`src/rtl/wdog_win_pkg.sv`:
```
package wdog_win_pkg;

   localparam int unsigned REG_AW = 3;

   typedef enum logic [REG_AW-1:0] {
      RA_CTRL   = 3'd0,
      RA_RELOAD = 3'd1,
      RA_FEED   = 3'd2,
      RA_COUNT  = 3'd3,
      RA_WINDOW = 3'd4,
      RA_WARN   = 3'd5
   } reg_addr_e;

   localparam logic [7:0] KEY_FIRST  = 8'hAA;
   localparam logic [7:0] KEY_SECOND = 8'h55;
   localparam logic [7:0] IDLE_VALUE = 8'hFF;

   localparam int unsigned CB_EN    = 0;
   localparam int unsigned CB_RSTEN = 1;
   localparam int unsigned CB_FAULT = 2;
   localparam int unsigned CB_WARN  = 3;
   localparam int unsigned CB_PROT  = 4;
   localparam int unsigned CB_LOCK  = 5;
   localparam int unsigned CB_NUM   = 6;

endpackage

```
`src/rtl/wdog_feed_seq.sv`:
```
module wdog_feed_seq
   import wdog_win_pkg::*;
(
   input  logic              clk,
   input  logic              rst_n,
   input  logic              wr,
   input  logic [REG_AW-1:0] addr,
   input  logic [7:0]        key,
   output logic              feed_ok,
   output logic              seq_err
);

   logic armed_q;
   logic is_feed;

   always_comb begin
      is_feed = wr && (reg_addr_e'(addr) == RA_FEED);
      feed_ok = armed_q && is_feed && (key == KEY_SECOND);
      seq_err = armed_q && wr && !feed_ok;
   end

   always_ff @(posedge clk or negedge rst_n) begin
      if (!rst_n) armed_q <= 1'b0;
      else        armed_q <= !armed_q && is_feed && (key == KEY_FIRST);
   end

endmodule

```
`src/rtl/wdog_cnt.sv`:
```
module wdog_cnt #(
   parameter int unsigned CNT_W    = 24,
   parameter int unsigned WARN_W   = 10,
   parameter int unsigned PROT_DLY = 3
) (
   input  logic              clk,
   input  logic              rst_n,
   input  logic              en,
   input  logic              feed_ok,
   input  logic [CNT_W-1:0]  reload,
   input  logic [CNT_W-1:0]  window,
   input  logic [WARN_W-1:0] warn,
   output logic              run,
   output logic [CNT_W-1:0]  cnt,
   output logic              win_err,
   output logic              tout_ev,
   output logic              warn_ev,
   output logic              prot_ok
);

   logic             run_q;
   logic [CNT_W-1:0] cnt_q;
   logic             accept;
   logic             good_feed;

   always_comb begin
      accept    = feed_ok && en;
      win_err   = accept && run_q && (cnt_q > window);
      good_feed = accept && !win_err;
      tout_ev   = run_q && !good_feed && (cnt_q == '0);
      warn_ev   = run_q && !good_feed && (warn != '0) && (cnt_q == CNT_W'(warn));
   end

   always_ff @(posedge clk or negedge rst_n) begin
      if (!rst_n) begin
         run_q <= 1'b0;
         cnt_q <= '1;
      end else if (good_feed) begin
         run_q <= 1'b1;
         cnt_q <= reload;
      end else if (run_q) begin
         cnt_q <= tout_ev ? reload : cnt_q - 1'b1;
      end
   end

   generate
      if (PROT_DLY == 0) begin : g_prot_nodly
         assign prot_ok = run_q;
      end else begin : g_prot_dly
         localparam int unsigned SW = $clog2(PROT_DLY + 1);
         logic [SW-1:0] since_q;
         always_ff @(posedge clk or negedge rst_n) begin
            if (!rst_n)                         since_q <= '0;
            else if (good_feed)                 since_q <= '0;
            else if (since_q != SW'(PROT_DLY))  since_q <= since_q + 1'b1;
         end
         assign prot_ok = run_q && (since_q == SW'(PROT_DLY));
      end
   endgenerate

   assign run = run_q;
   assign cnt = cnt_q;

endmodule

```
`src/rtl/wdog_regs.sv`:
```
module wdog_regs
   import wdog_win_pkg::*;
#(
   parameter int unsigned CNT_W  = 24,
   parameter int unsigned WARN_W = 10
) (
   input  logic              clk,
   input  logic              rst_n,
   input  logic              wr,
   input  logic [REG_AW-1:0] addr,
   input  logic [CNT_W-1:0]  wdata,
   input  logic              run,
   input  logic [CNT_W-1:0]  cnt,
   input  logic              tout_ev,
   input  logic              warn_ev,
   input  logic              fault,
   input  logic              prot_ok,
   output logic              en,
   output logic [CNT_W-1:0]  reload,
   output logic [CNT_W-1:0]  window,
   output logic [WARN_W-1:0] warn,
   output logic [CNT_W-1:0]  rdata,
   output logic              warn_irq,
   output logic              rst_req,
   output logic              clk_lock
);

   logic              en_q, rsten_q, fault_q, warnf_q, prot_q, lock_q, rst_req_q;
   logic [CNT_W-1:0]  reload_q, window_q;
   logic [WARN_W-1:0] warn_q;
   logic              ctrl_wr, reload_wr, window_wr, warn_wr, reload_ok;
   logic [CB_NUM-1:0] ctrl_rd;

   always_comb begin
      ctrl_wr   = wr && (reg_addr_e'(addr) == RA_CTRL);
      reload_wr = wr && (reg_addr_e'(addr) == RA_RELOAD);
      window_wr = wr && (reg_addr_e'(addr) == RA_WINDOW);
      warn_wr   = wr && (reg_addr_e'(addr) == RA_WARN);
      reload_ok = !prot_q || (run && (cnt <= window_q));
   end

   always_ff @(posedge clk or negedge rst_n) begin
      if (!rst_n) begin
         en_q      <= 1'b0;
         rsten_q   <= 1'b0;
         fault_q   <= 1'b0;
         warnf_q   <= 1'b0;
         prot_q    <= 1'b0;
         lock_q    <= 1'b0;
         rst_req_q <= 1'b0;
         reload_q  <= '1;
         window_q  <= '1;
         warn_q    <= '0;
      end else begin
         rst_req_q <= (tout_ev || fault) && rsten_q;
         if (ctrl_wr) begin
            en_q    <= en_q    | wdata[CB_EN];
            rsten_q <= rsten_q | wdata[CB_RSTEN];
            lock_q  <= lock_q  | wdata[CB_LOCK];
            if (wdata[CB_PROT] && prot_ok) prot_q <= 1'b1;
         end
         if (tout_ev || fault)                fault_q <= 1'b1;
         else if (ctrl_wr && !wdata[CB_FAULT]) fault_q <= 1'b0;
         if (warn_ev)                         warnf_q <= 1'b1;
         else if (ctrl_wr && wdata[CB_WARN])  warnf_q <= 1'b0;
         if (reload_wr && reload_ok) reload_q <= wdata;
         if (window_wr)              window_q <= wdata;
         if (warn_wr)                warn_q   <= wdata[WARN_W-1:0];
      end
   end

   always_comb begin
      ctrl_rd           = '0;
      ctrl_rd[CB_EN]    = en_q;
      ctrl_rd[CB_RSTEN] = rsten_q;
      ctrl_rd[CB_FAULT] = fault_q;
      ctrl_rd[CB_WARN]  = warnf_q;
      ctrl_rd[CB_PROT]  = prot_q;
      ctrl_rd[CB_LOCK]  = lock_q;
      case (reg_addr_e'(addr))
         RA_CTRL:   rdata = CNT_W'(ctrl_rd);
         RA_RELOAD: rdata = reload_q;
         RA_COUNT:  rdata = run ? cnt : CNT_W'(IDLE_VALUE);
         RA_WINDOW: rdata = window_q;
         RA_WARN:   rdata = CNT_W'(warn_q);
         default:   rdata = '0;
      endcase
   end

   assign en       = en_q;
   assign reload   = reload_q;
   assign window   = window_q;
   assign warn     = warn_q;
   assign warn_irq = warnf_q;
   assign rst_req  = rst_req_q;
   assign clk_lock = lock_q;

endmodule

```
`src/rtl/wdog_win_top.sv`:
```
module wdog_win_top
   import wdog_win_pkg::*;
#(
   parameter int unsigned CNT_W    = 24,
   parameter int unsigned WARN_W   = 10,
   parameter int unsigned PROT_DLY = 3
) (
   input  logic              clk,
   input  logic              rst_n,
   input  logic              bus_wr,
   input  logic [REG_AW-1:0] bus_addr,
   input  logic [CNT_W-1:0]  bus_wdata,
   output logic [CNT_W-1:0]  bus_rdata,
   output logic              warn_irq,
   output logic              rst_req,
   output logic              clk_lock
);

   generate
      if (CNT_W < 8) begin : g_bad_cnt_w
         $error("CNT_W must hold the 8-bit feed keys");
      end
      if (WARN_W < 1 || WARN_W > CNT_W) begin : g_bad_warn_w
         $error("WARN_W must lie between 1 and CNT_W");
      end
   endgenerate

   logic              feed_ok_w, seq_err_w, en_w, run_w;
   logic              win_err_w, tout_ev_w, warn_ev_w, prot_ok_w, fault_w;
   logic [CNT_W-1:0]  cnt_w, reload_w, window_w;
   logic [WARN_W-1:0] warn_w;

   wdog_feed_seq u_feed (
      .clk     (clk),
      .rst_n   (rst_n),
      .wr      (bus_wr),
      .addr    (bus_addr),
      .key     (bus_wdata[7:0]),
      .feed_ok (feed_ok_w),
      .seq_err (seq_err_w)
   );

   wdog_cnt #(.CNT_W(CNT_W), .WARN_W(WARN_W), .PROT_DLY(PROT_DLY)) u_cnt (
      .clk     (clk),
      .rst_n   (rst_n),
      .en      (en_w),
      .feed_ok (feed_ok_w),
      .reload  (reload_w),
      .window  (window_w),
      .warn    (warn_w),
      .run     (run_w),
      .cnt     (cnt_w),
      .win_err (win_err_w),
      .tout_ev (tout_ev_w),
      .warn_ev (warn_ev_w),
      .prot_ok (prot_ok_w)
   );

   assign fault_w = (seq_err_w && en_w) || win_err_w;

   wdog_regs #(.CNT_W(CNT_W), .WARN_W(WARN_W)) u_regs (
      .clk      (clk),
      .rst_n    (rst_n),
      .wr       (bus_wr),
      .addr     (bus_addr),
      .wdata    (bus_wdata),
      .run      (run_w),
      .cnt      (cnt_w),
      .tout_ev  (tout_ev_w),
      .warn_ev  (warn_ev_w),
      .fault    (fault_w),
      .prot_ok  (prot_ok_w),
      .en       (en_w),
      .reload   (reload_w),
      .window   (window_w),
      .warn     (warn_w),
      .rdata    (bus_rdata),
      .warn_irq (warn_irq),
      .rst_req  (rst_req),
      .clk_lock (clk_lock)
   );

endmodule

```
`config.mk`:
```
export PLATFORM = sky130hd
export DESIGN_NAME = wdog_win_top
export DESIGN_NICKNAME = d
export VERILOG_FILES = /design/src/rtl/wdog_win_pkg.sv /design/src/rtl/wdog_feed_seq.sv /design/src/rtl/wdog_cnt.sv /design/src/rtl/wdog_regs.sv /design/src/rtl/wdog_win_top.sv
export SDC_FILE = /design/constraint.sdc
export NUM_CORES = 1
export LEC_CHECK = 0
export ABC_AREA = 1
export BUFFER_PORTS_ARGS = -buffer_cell sky130_fd_sc_hd__buf_2
export CORE_UTILIZATION = 50
export CTS_BUF_LIST = sky130_fd_sc_hd__clkbuf_2 sky130_fd_sc_hd__clkbuf_4 sky130_fd_sc_hd__clkbuf_8
export CTS_CLUSTER_SIZE = 28
export DETAILED_ROUTE_END_ITERATION = 8
export PLACE_DENSITY = 0.69
export SYNTH_ARGS = -nofsm -noshare
export SYNTH_HDL_FRONTEND = slang
export SYNTH_HIERARCHICAL = 1
export SYNTH_SLANG_ARGS = --single-unit
```
`constraint.sdc`:
```
create_clock -name clk -period 2.93 [get_ports clk]
set_input_delay 0.7325 -clock clk [delete_from_list [all_inputs] [get_ports clk]]
set_output_delay 0.7325 -clock clk [all_outputs]
set_load 0.03 [all_outputs]
```
## Word level (Yosys, flattened, before mapping)

Cells that the tools add are included.

- Multiplexer cells: 11
- Shift-type cells: 0
- Reductions and logical operators: 44
- Magnitude comparators: 2
- Add/subtract/negate cells: 2
- Multipliers: 0
- Equality and inequality tests: 10
- Bitwise operators: 3
- Divide/modulo/power cells: 0

Operator list:

| cell | count |
|---|---|
| $pmux W24 S5 | 1 |
| $mux W24 | 4 |
| $logic_and A1 B1 Y1 | 27 |
| $eq A24 B10 Y1 | 1 |
| $gt A24 B24 Y1 | 1 |
| $le A24 B24 Y1 | 1 |
| $logic_not A24 Y1 | 1 |
| $sub A24 B1 Y24 const B | 1 |
| $reduce_bool A10 Y1 | 1 |
| $eq A8 B7 Y1 const B | 1 |
| $eq A8 B8 Y1 const B | 1 |
| $reduce_bool A2 Y1 | 4 |
| $eq A3 B2 Y1 const B | 2 |
| $eq A3 B3 Y1 const B | 2 |
| $logic_not A1 Y1 | 6 |
| $mux W1 | 4 |
| $mux W2 | 2 |
| $eq A3 B1 Y1 const B | 1 |
| $logic_not A3 Y1 | 1 |
| $logic_or A1 B1 Y1 | 3 |
| $or A1 B1 Y1 | 3 |
| $add A2 B1 Y2 const B | 1 |
| $eq A2 B2 Y1 const B | 1 |
| $ne A2 B2 Y1 const B | 1 |
| $reduce_and A2 Y1 | 1 |

- Bits of input ports: 30
- Memories: 0
- RAM bits: 0
- Output and inout port bits: 27
- Latch bits: 0
- Register bits: 93
- Logic and storage cells: 86
- ROM bits: 0

## Depth between registers and ports, before layout

- Word-level depth: 15
- Gate-level depth with buffers: 18
- Gate-level depth less buffers: 17

## Cells and area by module

The synthesis kept the hierarchy.

By module, submodules not included:

| module | cells each | area an instance (µm²) | instances |
|---|---|---|---|
| wdog_regs | 465 | 3876.2 | 1 |
| wdog_cnt | 439 | 2927.8 | 1 |
| wdog_feed_seq | 29 | 142.6 | 1 |
| wdog_win_top | 3 | 11.3 | 1 |

## Least setup slack after synthesis

OpenSTA, ideal clock, no wires.

- Path kind: input -> output
- Start: in bus_addr[0]
- End: out bus_rdata[10]
- Stages on the path: 6
- Slack: 0.395 ns
- Data required time: 2.197 ns
- Arrival time: 1.803 ns
- Cell sequence: inv_1 > nor3_2 > buf_2 > buf_2 > nand2_1 > o211ai_1

- Cells in the longest elaborated chain, start to end: 2
- Elaborated cells between the ends (all ways): 6
- Classes of those cells: 4 x eq/ne; 1 x mux; 1 x reduce/logical

Ends and longest elaborated chain:

| what | line | source |
|---|---|---|
| start, declared | wdog_win_top.sv:11 | `input logic [REG_AW-1:0] bus_addr,` |
| $eq A3 B3 Y1, or another cell as far along | wdog_regs.sv:80 | `case (reg_addr_e'(addr))` |
| $pmux W24 S5 * | wdog_regs.sv:80 |  |
| end, declared | wdog_win_top.sv:13 | `output logic [CNT_W-1:0] bus_rdata,` |

Mark *: on every way between the ends. The rest lies on a longest branch, timed or not.

## Worst setup path after layout

- Start: in bus_addr[0]
- End: out bus_rdata[2]

Same word-level chain as after synthesis.

==> results.txt <==
----------------------------------------------------
[Place]
  Count of input and output buffers ... 56
  HPWL after detailed placement ... between 10 and 15 mm
  Weighted congestion at the end of routability-driven global placement ... 0.935
  Area after detailed placement ... around 7400 um2

[Worst setup path]
  Slowest stage cell on the critical path ... a32o_1
  Levels on crit path ... 8
  Critical Path Source Type ... input pin
  Critical path fanouts, max ... 24
  Req. time, crit path ... between 2 and 2.5 ns
  CP delay by family, top ... buffers and inverters
  Critical Setup Path Class ... input pin to output pin
  Most common cell on crit path ... buf_2
  Cells along the critical path ... buf_2 -> inv_1 -> nor3_2 -> buf_12 -> a32o_1 -> a221oi_1 -> nand2_1 -> buf_2
  FF-to-FF path depth ... 13
  Crit. End Element ... output pin
  Critical path data arrival time ... roughly 2 ns
  Number of buffers and inverters on the critical path ... 4
  Delay of the slowest critical-path stage ... between 0.2 and 0.25 ns

[Drt]
  Count of unresolved DRC violations after routing ... 0
  Violation count after the first detailed-route iteration ... 436
  Routed length per placed instance ... 15.8 um
  Routed via count divided by cell count ... about 5.3
  Final ANT Viol Nets ... 0
  Total number of vias ... about 6300
  Number of search-and-repair iterations in the first detailed-routing pass ... 5
  Routed WL ... 18.5 mm

[Finish]
  Post-layout net count ... 1071
  Number of filler cells placed in the layout ... 1323
  Share of layout cells above drive strength 1 ... 24.5%
  Final std cell area, no fill ... roughly 7600 um2
  Synth-to-Final Area Change ... 9.14%
  Number of antenna cells inserted ... 0

[Floorplanning]
  Die ar. ... between 10000 and 15000 um2
  Chip width ... ~120 um
  Die outline height ... between 100 and 150 um
  Starting utilization of the core area ... 51.9%
  Number of ports placed on the die boundary ... 57
  Area of the placeable core ... between 10000 and 15000 um2
  FP Rows ... 42

[Clock network]
  Clock transition time at the flip-flop clock pins of the worst setup and hold paths ... around 0.09 ns
  CTS buffer count ... 9
  Maximum buffer depth of the clock tree ... 2
  TritonCTS clock tree ... done
  Count of hold buffers inserted by post-cts repair ... 0
  Maximum level of the CTS H-tree ... 3
  Buffer count from post-CTS setup fixing ... 0
  CTS resizes ... 0
  Clock tree root driver cell ... clkbuf_8
  Count of clock tree sinks ... between 90 and 100
  Clock Latency Late Sink ... roughly 0.39 ns

[Worst hold path]
  Worst hold path type ... input pin to async pin

[Yosys]
  Synthesis Warnings ... 6
  Sequential area share after synthesis ... between 30% and 40%
  Post-synthesis adder-cell area fraction ... under 10%
  Mean area per synthesized cell ... about 7.4 um2
  Cell taking the most area after synthesis ... dfstp_2
  Fraction of registers with async set or reset after synthesis ... 100%
  Number of distinct library cells after synthesis ... 41
  Post-synthesis net count ... between 1000 and 1500
  Multiplexer fraction of the synthesized cell area ... less than 1%
  Main combinational cell family by area after synthesis ... simple AND/OR/NAND/NOR gates
  Number of cells produced by synthesis ... between 900 and 1000
  List of most frequent post-synthesis cells ... nand2_1 (228), inv_1 (137), nor2_1 (74)
  Most frequently used cell type in the post-synthesis netlist ... nand2_1
  Post-Synth XOR/XNOR Area ... under 10%
  Number of flip-flops and latches in the synthesized netlist ... between 90 and 100
  Main area contributors after synthesis ... dfstp_2 (27%), nand2_1 (12%), ha_1 (9.0%)
  Fraction of the mapped netlist area in compound gates ... between 10% and 20%
  Post-synthesis share of cell area spent on and, or, nand and nor gates ... 30.4%
  Netlist Area Pre-Place ... 6960 um2
  Number of flops mapped to enable cells by yosys ... 0
  Synth Flop Type ... dfstp_2
  Area share of the largest cell type after synthesis ... about 27%

[Timing]
  RSZ-0062 raised after global routing ... false
  Worst slew margin relative to its limit ... 42.9%
  Max-slew violation total from the final report ... 0
  Worst Hold Margin ... roughly 0.38 ns
  Total negative slack for setup checks ... 0 ns
  Maximum clock frequency ... approximately 0.37 GHz
  Worst Max-Slew Pin Slew ... 0.853 ns
  Final Cycle Share ... about 90%
  Clock skew after layout ... about 0.013 ns
  Tmin final ... 2.71 ns
  Final setup violation count ... 0
  Final number of hold-violating endpoints ... 0

[Power]
  Leak ... slightly below 4 nW
  Clk pwr share ... 27.7%
  Power per cell area ... about 400 nW/um2
  Switching power of the nets ... a little under 1 mW
  Combinational share of power ... 20.8%
  Switching power share of the total ... 32.1%
  Internal power ... around 2.0 mW
  Worst VDD drop ... 0.000348 V
  Sequential share of power ... between 50% and 60%

[Global route]
  Maximum number of pins on one net before global-route repair ... 52
  Number of antenna violations at the first check in global routing ... 0
  Global-route wire length before repair ... between 30 and 40 mm
  Total grt overflow ... 0
  Vias in the first global route ... slightly below 6000
  GRT Overall Usage ... 27.4%

[Run]
  Max Cap Violations ... 0

[Run status]
  Status ... finished, final reports clean

----------------------------------------------------
==> cell type report <==
type	count	area (um2)	area share, %
sequential	93	2420	31.8
inverter	142	533	7.02
clock inverter	2	10.0	0.132
clock buffer	14	168	2.21
tap	176	220	2.90
multi-input combinational	671	3810	50.2
timing repair buffer	74	430	5.67
==> layer usage <==
layer  share of wire [%]  wire (um)  vias up  global-route usage (%)
met5                   0          0        -                       0
met4                 1.8        337        0                    8.91
met3                 5.4        995       27                    4.23
met2                  45       8270      191                    42.0
met1                  48       8880     2914                    39.2
li1                    -          -     3131                       -
==> power groups by stage <==
stage                     Sequential (mW)  Combinational, mW  Clock [mW]
after floorplan                      1.53              0.441           0
after global placement               1.56              0.610           0
after detailed placement             1.56              0.622           0
after CTS                            1.54              0.625       0.848
after global routing                 1.56              0.715       0.895
final                                1.54              0.623       0.832
==> through the flow <==
step / total power, mW / std cells / utilization [%] / setup WS (ns)
after floorplan: 1.97 / 936 / - / 0.395
after global placement: 2.17 / 1156 / 55.3 / 0.253
after detailed placement: 2.18 / 1156 / 55.3 / 0.233
after CTS: 3.01 / 1172 / 56.7 / 0.232
after global routing: 3.17 / 1172 / 56.7 / 0.152
final: 3.00 / 1172 / 56.7 / 0.221
==> cells by family (layout without fill, tap and decap cells) <==
family | count (synthesis) | after routing
compound gates | 136 | 136
xor+xnor | 23 | 23
fa+ha+maj | 50 | 50
buf+inv | 172 | 232
flops | 93 | 93
mux | 1 | 1
simple gates | 461 | 461
==> layout by cell type, fill, tap and decap left out, types with 9 or more instances in the layout <==
master	n
inv_1	137
nand2_1	228
nor2_1	74
nor3_1	9
a21oi_1	33
o211ai_1	39
buf_2	55
ha_1	50
buf_4	18
dfstp_2	72
nand2_2	57
xor2_1	15
clkbuf_8	10
o21ai_1	16
dfrtp_1	21
o21ai_0	23
nand3_1	63
==> registers in the layout (all words and copies together), names as in the netlist <==
signal / flops
u_cnt/cnt: 24
u_regs/reload: 24
u_regs/window: 24
u_regs/warn: 10
u_cnt/g_prot_dly.since_q: 2
u_cnt/run: 1
u_feed/armed_q: 1
u_regs/clk_lock: 1
u_regs/en: 1
u_regs/fault_q: 1
u_regs/prot_q: 1
u_regs/rst_req: 1
u_regs/rsten_q: 1
u_regs/warn_irq: 1
==> worst reg2reg max path, delay by kind of cell (launching register included) <==
family                     cells  cell delay (ns)
AOI/OAI and AO/OA              2             0.42
adders and majority gates      1             0.29
buffers and inverters          1             0.04
DFF                            1             0.55
and+or+nand+nor                9             1.16
==> path summary, 6_finish.rpt <==
kind | from | slack [ns] | to
worst max register to register | u_regs/window[15]$_DFFE_PN1P_ | 0.42 | u_cnt/cnt[20]$_DFFE_PN1P_
max in group asynchronous | rst_n | 1.79 | u_regs/reload[23]$_DFFE_PN1P_
worst max-delay path | bus_addr[0] | 0.22 | bus_rdata[2]
min in group clk | u_regs/reload[22]$_DFFE_PN1P_ | 0.48 | u_regs/reload[22]$_DFFE_PN1P_
worst min register to register | u_regs/reload[22]$_DFFE_PN1P_ | 0.48 | u_regs/reload[22]$_DFFE_PN1P_
worst min-delay path | rst_n | 0.38 | u_regs/warn_irq$_DFFE_PN0P_
(Power assumes the default switching activity.)
